$ cat config.mk
export PLATFORM = sky130hd
export DESIGN_NAME = vrd_dispatch
export DESIGN_NICKNAME = d
export VERILOG_FILES = /design/src/rtl/vrd_pkg.sv /design/src/rtl/vrd_classify.sv /design/src/rtl/vrd_fwd_mem.sv /design/src/rtl/vrd_resolve.sv /design/src/rtl/vrd_dispatch.sv
export SDC_FILE = /design/constraint.sdc
export NUM_CORES = 1
export LEC_CHECK = 0
export CORE_MARGIN = 1.5
export CORE_UTILIZATION = 53
export CTS_CLUSTER_DIAMETER = 120
export DETAILED_ROUTE_END_ITERATION = 12
export PLACE_DENSITY_LB_ADDON = 0.25
export RECOVER_POWER = 100
export SYNTH_ARGS = -nofsm -noshare
export SYNTH_HDL_FRONTEND = slang
export SYNTH_SLANG_ARGS = --single-unit
export TNS_END_PERCENT = 5
$ cat constraint.sdc
create_clock -name clk -period 2.8 [get_ports clk]
set_input_delay 0.56 -clock clk [delete_from_list [all_inputs] [get_ports clk]]
set_output_delay 0.56 -clock clk [all_outputs]
set_load 0.01 [all_outputs]
$ cat src/rtl/vrd_pkg.sv
package vrd_pkg;
    localparam int NSLOT   = 4;
    localparam int SLOT_W  = $clog2(NSLOT);
    localparam int NPORT   = 4;
    localparam int PORT_W  = $clog2(NPORT);
    localparam int ROUTE_W = 6;
    localparam int VADDR_W = 4;
    localparam int TAG_W   = 8;
    localparam int FWD_AW  = SLOT_W + ROUTE_W;
    localparam int CLS_W   = 2 + SLOT_W;
    localparam int WD_W    = CLS_W;

    typedef enum logic [1:0] {K_DROP, K_HOST, K_HW, K_BYPASS} kind_e;

    typedef struct packed {
        logic              valid;
        logic              to_host;
        logic [SLOT_W-1:0] slot;
    } cls_ent_t;

    typedef struct packed {
        logic              valid;
        logic [PORT_W-1:0] port;
    } fwd_ent_t;

    typedef struct packed {
        logic               vld;
        kind_e              kind;
        logic [TAG_W-1:0]   tag;
        logic [PORT_W-1:0]  port;
        logic [VADDR_W-1:0] vaddr;
        logic [ROUTE_W-1:0] route;
    } hdr_t;

    function automatic logic [FWD_AW-1:0] fwd_addr(input logic [SLOT_W-1:0] slot,
                                                   input logic [ROUTE_W-1:0] route);
        return {slot, route};
    endfunction
endpackage

$ cat src/rtl/vrd_classify.sv
module vrd_classify
    import vrd_pkg::*;
(
    input  logic               clk,
    input  logic               rst,
    input  logic               wr_en,
    input  logic [VADDR_W-1:0] wr_addr,
    input  cls_ent_t           wr_data,
    input  logic [VADDR_W-1:0] rd_addr,
    output cls_ent_t           rd_ent
);
    localparam int DEPTH = 1 << VADDR_W;

    cls_ent_t table_q [DEPTH];

    always_ff @(posedge clk) begin
        if (rst) begin
            for (int i = 0; i < DEPTH; i++) table_q[i] <= '0;
        end else if (wr_en) begin
            table_q[wr_addr] <= wr_data;
        end
    end

    // Combinational read: the header is classified in its acceptance cycle
    assign rd_ent = table_q[rd_addr];
endmodule

$ cat src/rtl/vrd_fwd_mem.sv
module vrd_fwd_mem
    import vrd_pkg::*;
(
    input  logic              clk,
    input  logic              rst,
    input  logic              wr_en,
    input  logic [FWD_AW-1:0] wr_addr,
    input  fwd_ent_t          wr_data,
    input  logic [FWD_AW-1:0] rd_addr,
    output fwd_ent_t          rd_ent
);
    localparam int ROUTES = 1 << ROUTE_W;

    fwd_ent_t bank_rd [NSLOT];

    // One partition per slot; a write only enables the bank it addresses
    for (genvar s = 0; s < NSLOT; s++) begin : g_bank
        fwd_ent_t mem [ROUTES];
        logic     hit_wr;

        assign hit_wr = wr_en && (wr_addr[FWD_AW-1:ROUTE_W] == SLOT_W'(s));

        always_ff @(posedge clk) begin
            if (rst) begin
                for (int i = 0; i < ROUTES; i++) mem[i] <= '0;
            end else if (hit_wr) begin
                mem[wr_addr[ROUTE_W-1:0]] <= wr_data;
            end
        end

        assign bank_rd[s] = mem[rd_addr[ROUTE_W-1:0]];
    end

    // Registered read: returns the content held before a same-edge write
    always_ff @(posedge clk) begin
        if (rst) rd_ent <= '0;
        else     rd_ent <= bank_rd[rd_addr[FWD_AW-1:ROUTE_W]];
    end
endmodule

$ cat src/rtl/vrd_resolve.sv
module vrd_resolve
    import vrd_pkg::*;
#(
    parameter int CNT_W = 16
) (
    input  logic               clk,
    input  logic               rst,
    input  hdr_t               s1,
    input  fwd_ent_t           fwd,
    output logic               eg_valid,
    output logic [PORT_W-1:0]  eg_port,
    output logic [TAG_W-1:0]   eg_tag,
    output logic               host_valid,
    output logic [TAG_W-1:0]   host_tag,
    output logic [PORT_W-1:0]  host_src_port,
    output logic [VADDR_W-1:0] host_vaddr,
    output logic [ROUTE_W-1:0] host_route,
    output logic               drop_valid,
    output logic [CNT_W-1:0]   drop_count
);
    localparam logic [CNT_W-1:0] CNT_MAX = {CNT_W{1'b1}};

    hdr_t s2;

    always_ff @(posedge clk) begin
        if (rst) s2 <= '0;
        else     s2 <= s1;
    end

    always_comb begin
        eg_valid   = 1'b0;
        host_valid = 1'b0;
        drop_valid = 1'b0;
        eg_port    = fwd.port;
        if (s2.vld) begin
            unique case (s2.kind)
                K_BYPASS: begin eg_valid = 1'b1; eg_port = s2.port; end
                K_HOST:   host_valid = 1'b1;
                K_HW:     begin eg_valid = fwd.valid; drop_valid = !fwd.valid; end
                default:  drop_valid = 1'b1;
            endcase
        end
    end

    assign eg_tag        = s2.tag;
    assign host_tag      = s2.tag;
    assign host_src_port = s2.port;
    assign host_vaddr    = s2.vaddr;
    assign host_route    = s2.route;

    always_ff @(posedge clk) begin
        if (rst)                                drop_count <= '0;
        else if (drop_valid && drop_count != CNT_MAX) drop_count <= drop_count + 1'b1;
    end

    // a drop is reported alone
    p_one_result_r8: assert property (@(posedge clk) disable iff (rst)
        $onehot0({eg_valid, host_valid, drop_valid}));

    // counter steps by one per drop until full
    p_cnt_step_r8: assert property (@(posedge clk) disable iff (rst)
        (drop_valid && drop_count != CNT_MAX) |=> (drop_count == $past(drop_count) + 1'b1));
endmodule

$ cat src/rtl/vrd_dispatch.sv
module vrd_dispatch
    import vrd_pkg::*;
#(
    parameter int CNT_W = 16
) (
    input  logic               clk,
    input  logic               rst,
    input  logic               in_valid,
    output logic               in_ready,
    input  logic [PORT_W-1:0]  in_port,
    input  logic [VADDR_W-1:0] in_vaddr,
    input  logic [ROUTE_W-1:0] in_route,
    input  logic [TAG_W-1:0]   in_tag,
    input  logic               sw_valid,
    output logic               sw_ready,
    input  logic [PORT_W-1:0]  sw_port,
    input  logic [TAG_W-1:0]   sw_tag,
    input  logic [NSLOT-1:0]   slot_en,
    input  logic               wr_en,
    input  logic               wr_fwd,
    input  logic [FWD_AW-1:0]  wr_addr,
    input  logic [WD_W-1:0]    wr_data,
    output logic               eg_valid,
    output logic [PORT_W-1:0]  eg_port,
    output logic [TAG_W-1:0]   eg_tag,
    output logic               host_valid,
    output logic [TAG_W-1:0]   host_tag,
    output logic [PORT_W-1:0]  host_src_port,
    output logic [VADDR_W-1:0] host_vaddr,
    output logic [ROUTE_W-1:0] host_route,
    output logic               drop_valid,
    output logic [CNT_W-1:0]   drop_count
);
    cls_ent_t          cls;
    fwd_ent_t          fwd;
    hdr_t              nxt, s1;
    logic [SLOT_W-1:0] s1_slot;

    // Resolved packets from the host win the single issue slot
    assign sw_ready = 1'b1;
    assign in_ready = !sw_valid;

    vrd_classify u_cls (
        .clk     (clk),
        .rst     (rst),
        .wr_en   (wr_en && !wr_fwd),
        .wr_addr (wr_addr[VADDR_W-1:0]),
        .wr_data (cls_ent_t'(wr_data[CLS_W-1:0])),
        .rd_addr (in_vaddr),
        .rd_ent  (cls)
    );

    always_comb begin
        nxt = '0;
        if (sw_valid) begin
            nxt.vld  = 1'b1;
            nxt.kind = K_BYPASS;
            nxt.tag  = sw_tag;
            nxt.port = sw_port;
        end else if (in_valid) begin
            nxt.vld   = 1'b1;
            nxt.tag   = in_tag;
            nxt.port  = in_port;
            nxt.vaddr = in_vaddr;
            nxt.route = in_route;
            if (!cls.valid)             nxt.kind = K_DROP;
            else if (cls.to_host)       nxt.kind = K_HOST;
            else if (!slot_en[cls.slot]) nxt.kind = K_DROP;
            else                        nxt.kind = K_HW;
        end
    end

    always_ff @(posedge clk) begin
        if (rst) begin
            s1      <= '0;
            s1_slot <= '0;
        end else begin
            s1      <= nxt;
            s1_slot <= cls.slot;
        end
    end

    vrd_fwd_mem u_fwd (
        .clk     (clk),
        .rst     (rst),
        .wr_en   (wr_en && wr_fwd),
        .wr_addr (wr_addr),
        .wr_data (fwd_ent_t'(wr_data[PORT_W:0])),
        .rd_addr (fwd_addr(s1_slot, s1.route)),
        .rd_ent  (fwd)
    );

    vrd_resolve #(.CNT_W(CNT_W)) u_res (
        .clk           (clk),
        .rst           (rst),
        .s1            (s1),
        .fwd           (fwd),
        .eg_valid      (eg_valid),
        .eg_port       (eg_port),
        .eg_tag        (eg_tag),
        .host_valid    (host_valid),
        .host_tag      (host_tag),
        .host_src_port (host_src_port),
        .host_vaddr    (host_vaddr),
        .host_route    (host_route),
        .drop_valid    (drop_valid),
        .drop_count    (drop_count)
    );

    // each accepted header yields a result two cycles later
    p_latency_r7: assert property (@(posedge clk) disable iff (rst)
        (in_valid && in_ready) |=> ##1 (eg_valid || host_valid || drop_valid));

    // a resolved return leaves on its own port with its own tag
    p_bypass_r5: assert property (@(posedge clk) disable iff (rst)
        sw_valid |=> ##1 (eg_valid && eg_port == $past(sw_port, 2) && eg_tag == $past(sw_tag, 2)));

    // a header for an offline slot ends as a drop
    p_offline_r9: assert property (@(posedge clk) disable iff (rst)
        (in_valid && in_ready && cls.valid && !cls.to_host && !slot_en[cls.slot])
        |=> ##1 (drop_valid && !eg_valid));
endmodule

Word level (Yosys, flattened, before mapping)
Memory sizes are Yosys's and may differ from the RTL's. A register that Yosys moved wholly into a read port is not among the register bits.
Index checks and enable logic that the tools add are counted.
- input bits: 52
- memories kept: 5
- output and inout bits: 51
- word-level logic and storage cells: 105
- bits in writable memories: 832
- flip-flop bits (word level): 67
- $lt $le $gt $ge: 2
- muxes and demuxes: 54
- add/sub/neg operators: 1
- reduce and logical (&&, ||, !) cells: 18
- equality and inequality tests: 7
- bitwise operators: 2
- memories (name ; depth ; width ; rd ports ; clocked after Yosys merged registers in ; wr ports ; line ; text):
    u_fwd.g_bank[0].mem ; 64 ; 3 ; 1 ; 1 ; 64 ; vrd_fwd_mem.sv:18 ; fwd_ent_t mem [ROUTES];
    u_fwd.g_bank[1].mem ; 64 ; 3 ; 1 ; 1 ; 64 ; vrd_fwd_mem.sv:18 ;
    u_fwd.g_bank[2].mem ; 64 ; 3 ; 1 ; 1 ; 64 ; vrd_fwd_mem.sv:18 ;
    u_fwd.g_bank[3].mem ; 64 ; 3 ; 1 ; 1 ; 64 ; vrd_fwd_mem.sv:18 ;
    u_cls.table_q ; 16 ; 4 ; 1 ; 0 ; 16 ; vrd_classify.sv:14 ; cls_ent_t table_q [DEPTH];
- operators with widths (operator ; count):
    $mux 6 ; 8
    $mux 1 ; 27
    $mux 23 ; 1
    $mux 3 ; 6
    $add 16x1->16 const B ; 1
    $ne 16x16->1 const B ; 1
    $reduce_or 3->1 ; 5
    $mux 13 ; 1
    $mux 2 ; 5
    $eq 2x2->1 const B ; 4
    $mux 4 ; 2
    $logic_and 1x1->1 ; 7
    $bmux 3 s2 ; 1
    $eq 2x1->1 const B ; 2
    $pmux 1 s2 ; 2
    $reduce_or 4->1 ; 1
    $ge 3x3->1 const B ; 1
    $logic_not 1->1 ; 3
    $lt 2x3->1 const B ; 1
    $not 2->3 ; 1
    $bmux 1 s2 ; 1
    $logic_not 2->1 ; 1
    $reduce_or 2->1 ; 1
    $not 1->1 ; 1

Depth between registers and ports, before layout
Gate-level depths: netlist of run 1.
An unclocked memory read counts as a cell.
- depth after elaboration: 8
- depth in mapped cells: 11
- depth with buffers taken out: 6

Modules after synthesis
Synthesis of run 1 repeated with hierarchy kept, for this count alone.
- cells, all modules: 3307
- area, all modules: 43979.7 sq um
- modules (own cells, without submodules) (module ; seq. area each (sq um) ; cells each ; instances ; area each (sq um)):
    vrd_fwd_mem ; 23122.2 ; 2825 ; 1 ; 38231.7
    vrd_classify ; 1921.8 ; 212 ; 1 ; 3130.5
    vrd_resolve ; 780.7 ; 185 ; 1 ; 1746.7
    vrd_dispatch ; 500.5 ; 85 ; 1 ; 870.8

Worst setup path after synthesis of run 1
Ideal clock, no wire load.
- path kind: input to register
- start point: in in_vaddr[1]
- end point: reg s1[21] (netlist name)
- library setup time: 115 ps
- buffers on the path: 2
- setup slack: 347 ps
- cell stages on the path: 7
- data required time: 2685 ps
- arrival: 2338 ps
- cells stage by stage: clkbuf_1 -> buf_1 -> mux4_2 -> mux4_2 -> nor2_1 -> a21oi_1 -> a31o_1
- word-level cells in the longest chain between the ends: 8
- RTL lines (what ; line ; text):
    start: declaration ; vrd_dispatch.sv:11 ; input logic [VADDR_W-1:0] in_vaddr,
    $mem_v2 16x4 * ; -- ;
    $bmux 1 s2 ; vrd_dispatch.sv:68 ; else if (!slot_en[cls.slot]) nxt.kind = K_DROP;
    $mux 1 (implied by the code) ; vrd_dispatch.sv:68 ;
    $mux 2 ; vrd_dispatch.sv:68 ;
    $mux 2 ; vrd_dispatch.sv:67 ; else if (cls.to_host) nxt.kind = K_HOST;
    $mux 2 * ; vrd_dispatch.sv:66 ; if (!cls.valid) nxt.kind = K_DROP;
    $mux 23 * ; vrd_dispatch.sv:60 ; end else if (in_valid) begin
    $mux 13 * ; vrd_dispatch.sv:55 ; if (sw_valid) begin
Mark *: on every way between the ends. The rest lies on a longest branch, timed or not. The select of a mux whose other input is x is not followed.
A chain may end at the register's enable or synchronous reset.

==> PnR_summary.wiki, run 1 <==
{| class="wikitable"
! Metric !! Value
|-
| CTS HTree Levels || 3
|-
| Slowest stage delay, CP || ~1.1 ns
|-
| Placed wire-length estimate || 81100 um
|-
| Total number of vias || 28900
|-
| Global route total overflow || 0
|-
| Total routed wirelength || 119000 um
|-
| TritonCTS clock tree || done
|-
| Crit path to || u_fwd.g_bank[1].mem[2][1]
|-
| Max Clock Freq || approximately 0.35 GHz
|-
| Overall global routing resource usage || 28.6%
|-
| Synth Flop Type || sky130_fd_sc_hd__edfxtp_1
|-
| Clock buffers created by TritonCTS || 94
|-
| Worst reg2reg path endpoint || u_fwd.rd_ent[2]
|-
| Share of cells above drive strength 1 || 17.3%
|-
| Final Non-Filler Cells || approximately 4500
|-
| Post-route antenna net violation count || 0
|-
| Class of the most critical hold timing path || input port to flip-flop
|-
| Final count of negative-setup-slack endpoints || 19
|-
| First-iteration detailed-routing DRC count || 3326
|-
| Kind of start point of the critical path || input port
|-
| Average size of a mapped cell || 13.3 um2
|-
| Cell Int Power || 0.0233 W
|-
| Number of global-route vias before repair || 28800
|-
| Pins Over Slew Limit || 82
|-
| Startpoint-to-endpoint class of the critical path || input port to flip-flop
|-
| Net count after synthesis || 3316
|-
| Logic gate share of total power || 7.1%
|-
| Setup slack after layout || -0.0481 ns
|-
| CTS Buffer Depth || 3
|-
| Total standard cell area after synthesis || 43400 um2
|-
| Register-to-register setup slack || around 0.020 ns
|-
| WP data required || 3.21 ns
|-
| Placed cell count || 4345
|-
| Number of placement rows || 104
|-
| Utilization of the core after routing || 61.4%
|-
| Overall die area || 83700 um2
|-
| Crit path cell chain || dlygate4sd3_1 > nor2_1 > nand2_1 > or2_0 > nor2_1 > clkbuf_2 > a21o_1
|-
| Number of hold-slack violations in the final timing report || 0
|-
| Critical register-to-register path startpoint || s1[0]
|-
| Cell variety after synth || 63
|-
| Largest vdd supply drop || about 0.52 mV
|-
| Synth-to-Final Area Change || 14.3%
|-
| Chip width || 289 um
|-
| CTS sink cnt || 899
|-
| Via/cell ratio || 6.41
|-
| Setup repair after global routing missed its margin || true
|-
| Launch point of the critical path || wr_addr[2]
|-
| Global-route wire length before repair || roughly 180000 um
|-
| Ys async rst share || 0%
|-
| Routed wire per std cell || roughly 26 um
|-
| Count of hold buffers inserted by post-cts repair || 0
|-
| Worst slew margin relative to its limit || -25.7%
|-
| Critical Path Slowest Stage Cell || sky130_fd_sc_hd__or2_0
|-
| Root buf cell || sky130_fd_sc_hd__clkbuf_16
|-
| Sequential share of the synthesized area || a little over 60%
|-
| Count of cells along the worst register-to-register path || 8
|-
| Initial antenna violation count || 4
|-
| Element type at the critical path end || flip-flop
|-
| Placer congestion estimate || 0.950
|-
| Final period util || 102%
|-
| Starting density of the core || 53.8%
|-
| Number of top-level pins || between 100 and 150
|-
| Max Cap Viol || 1
|-
| Cell Pwr Density || 603 nW/um2
|-
| Number of enable flip-flop cells after synthesis || 832
|-
| Proportion of power drawn by the clock network || 41.0%
|-
| Total net switching power || 0.00666 W
|-
| Proportion of total power due to net switching || 22.3%
|-
| Area inside the core boundary || 80800 um2
|-
| DRC viols || 0
|-
| Later-pin clock latency in the skew report || ~0.65 ns
|-
| Number of optimization iterations in the first detailed-route pass || 6
|-
| Data arrival at the endpoint of the critical path || 3.26 ns
|-
| Overall die height || about 290 um
|-
| Port bufs || around 100
|-
| Violated checks || capacitance limit, slew limit, setup timing
|-
| Maximum number of pins on one net before global-route repair || 99
|-
| Worst Path Max Fanout || 12
|-
| Lkg Pwr || 20.8 nW
|-
| Part of the power in registers || 51.9%
|-
| Net count reported at finish || 3435
|-
| Slew of the pin with the lowest slew margin || 1.88 ns
|-
| Minimum period implied by the final worst setup slack || 2.85 ns
|-
| Yosys reg bits || 899
|-
| Status || finished, violations left
|-
| Reg clk slew, reported paths || 0.06 ns
|-
| Gate count of the mapped netlist || about 3300
|-
| Most common cell on crit path || sky130_fd_sc_hd__nor2_1
|-
| Final setup skew || 0.0225 ns
|-
| Yosys Warn Count || 0
|}
cells by family (layout without fill, tap and decap cells):
logic type / Yosys count / after routing / synth area share (%)
other: 1 / 2 / 0.00863
DFF: 899 / 899 / 60.6
AOI/OAI and AO/OA: 472 / 472 / 7.96
muxes: 320 / 320 / 11.1
and+or+nand+nor: 1125 / 1125 / 15.3
buffers and inverters: 435 / 626 / 4.74
adders and majority gates: 1 / 1 / 0.0288
xor gates and xnor gates: 10 / 10 / 0.202
placed cells by master (no fill, tap or decap), types with 14 or more instances in the layout:
| cell type | n |
|---|---|
| sky130_fd_sc_hd__dlygate4sd3_1 | 53 |
| sky130_fd_sc_hd__clkbuf_16 | 99 |
| sky130_fd_sc_hd__mux2i_1 | 178 |
| sky130_fd_sc_hd__clkinv_2 | 15 |
| sky130_fd_sc_hd__o221ai_1 | 46 |
| sky130_fd_sc_hd__clkdlybuf4s50_1 | 44 |
| sky130_fd_sc_hd__nand3_1 | 15 |
| sky130_fd_sc_hd__clkbuf_2 | 35 |
| sky130_fd_sc_hd__a21o_1 | 257 |
| sky130_fd_sc_hd__and3_1 | 774 |
| sky130_fd_sc_hd__mux4_2 | 128 |
| sky130_fd_sc_hd__edfxtp_1 | 832 |
| sky130_fd_sc_hd__and2_0 | 40 |
| sky130_fd_sc_hd__and2_1 | 40 |
| sky130_fd_sc_hd__clkbuf_1 | 79 |
| sky130_fd_sc_hd__o21ai_0 | 26 |
| sky130_fd_sc_hd__o22ai_1 | 51 |
| sky130_fd_sc_hd__nor2_1 | 118 |
| sky130_fd_sc_hd__buf_4 | 206 |
| sky130_fd_sc_hd__or2_2 | 18 |
| sky130_fd_sc_hd__nor2b_1 | 30 |
| sky130_fd_sc_hd__dfxtp_1 | 64 |
| sky130_fd_sc_hd__buf_12 | 42 |
| sky130_fd_sc_hd__nand2_1 | 27 |
| sky130_fd_sc_hd__clkinv_1 | 14 |
| sky130_fd_sc_hd__a21oi_1 | 34 |
repair_timing:
action / 4_1_cts / 5_1_grt
endpoints found under the setup margin: 1 / 2
gates resized for setup: 1 / 1
setup buffers: 0 / 1
layer usage:
metal  up-vias  global-route usage [%]  part of all wire (%)
met5         -                       0                 0.010
met4         2                    12.4                   4.2
met3       231                    5.53                   9.1
met2      1364                    45.8                    48
met1     14600                    38.2                    39
li1      12700                       -                     -
cell usage after synthesis, drive strengths merged, types with 2 or more instances:
master     n  area share, %
nor2     119            1.0
a211o      2          0.040
nand3b     9           0.16
o21a       3          0.052
xnor2      3          0.061
o31ai      2          0.035
or2       26           0.37
and2      80            1.2
o21ai     26           0.30
or3b       3          0.061
a21oi     34           0.39
mux2      14           0.37
o22a       2          0.040
nor2b     30           0.43
o32ai      3          0.061
o22ai     52           0.75
and4       3          0.061
o221ai    46           0.93
and3     774             11
clkinv     2          0.017
mux2i    178            4.1
inv        7          0.061
a21o     257            4.4
o2111ai    9           0.18
nor3      13           0.15
nand2     28           0.24
mux4     128            6.6
a2111oi    6           0.14
a22o      13           0.26
a2111o     2          0.052
nand4      5          0.072
clkbuf   339            2.9
or3        6          0.086
edfxtp   832             58
a211oi     7           0.12
xor2       7           0.14
nand3     15           0.17
dfxtp     67            3.1
nor4       6          0.086
buf       87            1.7
nand2b     6          0.086
stage by stage:
stage	cell area, um2	hold slack [ns]	total power, W	setup WS (ns)	setup TNS (ns)
global route	49600	0.257	0.0307	-0.00374	-0.00421
floorplan	43400	0.414	0.0169	0.347	0
global placement	47100	0.424	0.0178	-0.264	-0.349
finish	49600	0.253	0.0299	-0.0481	-0.455
detailed placement	47100	0.423	0.0179	-0.217	-4.02
CTS	50100	0.227	0.0300	0.0321	0
critical path, delay by kind of cell:
kind	cells	cell delay, ns
AOI/OAI and AO/OA	1	0.25
buffers and inverters	2	0.91
and+or+nand+nor	4	1.52
flip-flops by register name, summed over array words and instances, names as in the netlist:
name / count
u_res.host_route: 6
u_res.host_vaddr: 4
u_res.drop_count: 16
u_res.s2: 3
u_fwd.g_bank.mem: 768
s1: 23
u_res.eg_tag: 8
u_res.host_src_port: 2
s1_slot: 2
u_fwd.rd_ent: 3
u_cls.table_q: 64
worst min path at each step:
stage,from,endpoint,depth (start not counted)
floorplan,s1[12],u_res.eg_tag[0],1
global placement,s1[13],u_res.eg_tag[1],1
detailed placement,s1[9],u_res.host_vaddr[3],1
CTS,rst,u_res.host_vaddr[3],2
global route,rst,u_res.host_vaddr[1],2
finish,rst,u_res.host_vaddr[3],2
layout make-up:
| cell class | count | area (um2) |
|---|---|---|
| multi-input combinational | 1929 | 15100 |
| sequential | 899 | 26300 |
| antenna | 1 | 2.50 |
| fill | 6079 | 31200 |
| clock inverter | 41 | 408 |
| tap | 1060 | 1330 |
| timing repair buffer | 449 | 3870 |
| inverter | 9 | 33.8 |
| clock buffer | 127 | 2590 |
power groups by stage:
stage          logic (W)  clock network, W  registers, W
2_1_floorplan    0.00126                 0        0.0157
3_3_place_gp     0.00205                 0        0.0158
3_5_place_dp     0.00211                 0        0.0158
4_1_cts          0.00212            0.0124        0.0155
5_1_grt          0.00222            0.0129        0.0156
6_report         0.00212            0.0123        0.0155
No activity file was read; power rests on OpenSTA's default activity.
==> run 2, diff against run 1 <==
==> constraint.sdc (replaced) <==
create_clock -name clk -period 3.4 [get_ports clk]
set_input_delay 0.68 -clock clk [delete_from_list [all_inputs] [get_ports clk]]
set_output_delay 0.68 -clock clk [all_outputs]
set_load 0.01 [all_outputs]
==> run 2 against run 1 <==
Against the previous run: the run ends with capacitance limit, slew limit left; worst hold slack better by 0.13 ns; power is 18% lower; clock skew is 0.0035 ns lower; final cell count decreased by 3.3%; combinational power decreased by 22%; die area did not move; sequential cell count did not move; first-iteration DRC count increased by 2.9%; non-clock buffer count is 156 lower; critical path type is now flip-flop to flip-flop.
==> PnR_summary.wiki, run 2 (synthesis gave the netlist of run 1 again) <==
{| class="wikitable"
! Metric !! Value
|-
| Status || finished, violations left
|-
| Violated checks || capacitance limit, slew limit
|-
| Sequential cell area || around 26000 um2
|-
| Maximum number of pins on one net before global-route repair || 105
|-
| First-iteration detailed-routing DRC count || between 3000 and 4000
|-
| Slew of the pin with the lowest slew margin || 1.58 ns
|-
| Kind of start point of the critical path || flip-flop
|-
| Largest registers || u_fwd.g_bank.mem x768, u_cls.table_q x64, s1 x23
|-
| Class of the most critical hold timing path || input port to flip-flop
|-
| Startpoint-to-endpoint class of the critical path || flip-flop to flip-flop
|-
| Total number of vias || 28300
|-
| Setup repair after global routing missed its margin || false
|-
| GRT met2 Usage || roughly 45%
|-
| Reg clk slew, reported paths || ~0.060 ns
|-
| Met1 Track Usage GR || between 30% and 40%
|-
| Final setup skew || approximately 0.019 ns
|-
| Critical Path Slowest Stage Cell || sky130_fd_sc_hd__o32ai_1
|-
| CTS Buffer Depth || 3
|-
| Final total negative setup slack || 0 ns
|-
| Area inside the core boundary || roughly 81000 um2
|-
| CTS sink cnt || about 900
|-
| ANT cells || 0
|-
| Largest vdd supply drop || 0.416 mV
|-
| CTS HTree Levels || 3
|-
| Max FFs per register || 768
|-
| Lkg Pwr || around 20 nW
|-
| Placed wire-length estimate || 76500 um
|-
| TritonCTS clock tree || done
|-
| Later-pin clock latency in the skew report || approximately 0.67 ns
|-
| Met3 usage in global routing || slightly above 5%
|-
| Number of placement rows || 104
|-
| Family with the most delay on the worst path || compound AO/OA/AOI/OAI gates
|-
| Initial antenna violation count || 2
|-
| Post-CTS Resized || 0
|-
| Starting density of the core || 53.8%
|-
| Cell Pwr Density || approximately 510 nW/um2
|-
| Max Cap Viol || 3
|-
| Via/cell ratio || between 6 and 7
|-
| Global route total overflow || 0
|-
| Clock buffers created by TritonCTS || 93
|-
| Minimum period implied by the final worst setup slack || around 3.3 ns
|-
| Number of global-route vias before repair || approximately 28000
|-
| Port bufs || 101
|-
| Number of top-level pins || just over 100
|-
| Number of hold-slack violations in the final timing report || 0
|-
| Most common cell after layout, fill and taps aside || sky130_fd_sc_hd__edfxtp_1
|-
| Filler cell count || ~6100
|-
| Max Clock Freq || 0.307 GHz
|-
| Area occupied by multi-input gates || 15100 um2
|-
| Pins Over Slew Limit || 85
|-
| WP data required || 4.00 ns
|-
| Utilization of the core after routing || 60.0%
|-
| Worst slew margin relative to its limit || -5.57%
|-
| Total routed wirelength || approximately 120000 um
|-
| Net count reported at finish || between 3000 and 4000
|-
| Global-route wire length before repair || 172000 um
|-
| Overall global routing resource usage || 27.5%
|-
| Synth-to-Final Area Change || 11.6%
|-
| Routing layer with the top usage in global route || met2
|-
| Routed wire per std cell || 26.6 um
|-
| Most flops, register || u_fwd.g_bank.mem
|-
| Data arrival at the endpoint of the critical path || 3.86 ns
|-
| DRC viols || 0
|-
| Overall die height || a little under 300 um
|-
| Post-route antenna net violation count || 0
|-
| Most common cell on crit path || sky130_fd_sc_hd__buf_4
|-
| Number of optimization iterations in the first detailed-route pass || 6
|-
| Chip width || 289 um
|-
| Slowest stage delay, CP || between 0.6 and 0.7 ns
|-
| Final period util || 95.8%
|-
| Crit path cell chain || buf_12 > clkbuf_4 > buf_4 > mux2i_1 > o221ai_1 > o22ai_1 > o21ai_0 > buf_4 > o21ai_0 > o32ai_1 > buf_4
|-
| Element type at the critical path end || flip-flop
|-
| Worst Path Max Fanout || 30
|-
| Placer congestion estimate || about 0.98
|-
| Top library cells by usage in the layout, fill and taps aside || 832 x sky130_fd_sc_hd__edfxtp_1, 774 x sky130_fd_sc_hd__and3_1, 257 x sky130_fd_sc_hd__a21o_1
|-
| Root buf cell || sky130_fd_sc_hd__clkbuf_16
|-
| Share of cells above drive strength 1 || 14.0%
|-
| CP bufs+invs || 5
|-
| Overall die area || between 80000 and 90000 um2
|-
| Count of hold buffers inserted by post-cts repair || 0
|-
| Final count of negative-setup-slack endpoints || 0
|-
| Post-CTS repair timing setup buffer count || 0
|}
-- run 2: power by group --
| part | switching, W | leakage [nW] | internal [W] | total (W) |
|---|---|---|---|---|
| clock network | 0.00435 | 1.47 | 0.00579 | 0.0101 |
| registers | 0.000197 | 8.45 | 0.0126 | 0.0128 |
| logic | 0.00103 | 10.2 | 0.000627 | 0.00165 |
| total | 0.00557 | 20.1 | 0.0190 | 0.0246 |
-- run 2: path summary, 6_finish.rpt --
check / startpoint / endpoint / slack [ns] / cells past startpoint
hold / removal: rst / u_res.host_vaddr[2] / 0.38 / 2
hold reg to reg: s1[22] / u_res.s2[22] / 0.44 / 1
setup / recovery: s1[0] / u_fwd.rd_ent[0] / 0.14 / 11
setup reg to reg: s1[0] / u_fwd.rd_ent[0] / 0.14 / 11
-- run 2: final cells by class --
type                       instances  share of cell area [%]
timing repair buffer             293                    5.54
multi-input combinational       1929                    31.1
sequential                       899                    54.3
clock buffer                     123                    5.29
inverter                           9                  0.0697
clock inverter                    52                    1.00
tap                             1060                    2.73
-- run 2: routing by layer --
layer | part of all wire (%) | vias up
met3 | 8.9 | 245
met5 | 0.011 | -
met4 | 3.9 | 2
li1 | - | 12400
met2 | 48 | 1453
met1 | 39 | 14200
-- run 2: per-stage QoR --
stage / total power [W] / hold WS (ns) / setup slack [ns] / cells / cell area (um2)
2_1_floorplan: 0.0139 / 0.414 / 0.827 / 3263 / 43400
3_3_place_gp: 0.0146 / 0.422 / 0.0916 / 4190 / 45700
3_5_place_dp: 0.0147 / 0.421 / 0.0208 / 4190 / 45700
4_1_cts: 0.0246 / 0.366 / 0.162 / 4365 / 48800
5_1_grt: 0.0252 / 0.391 / 0.0515 / 4365 / 48500
6_report: 0.0246 / 0.381 / 0.141 / 4365 / 48500
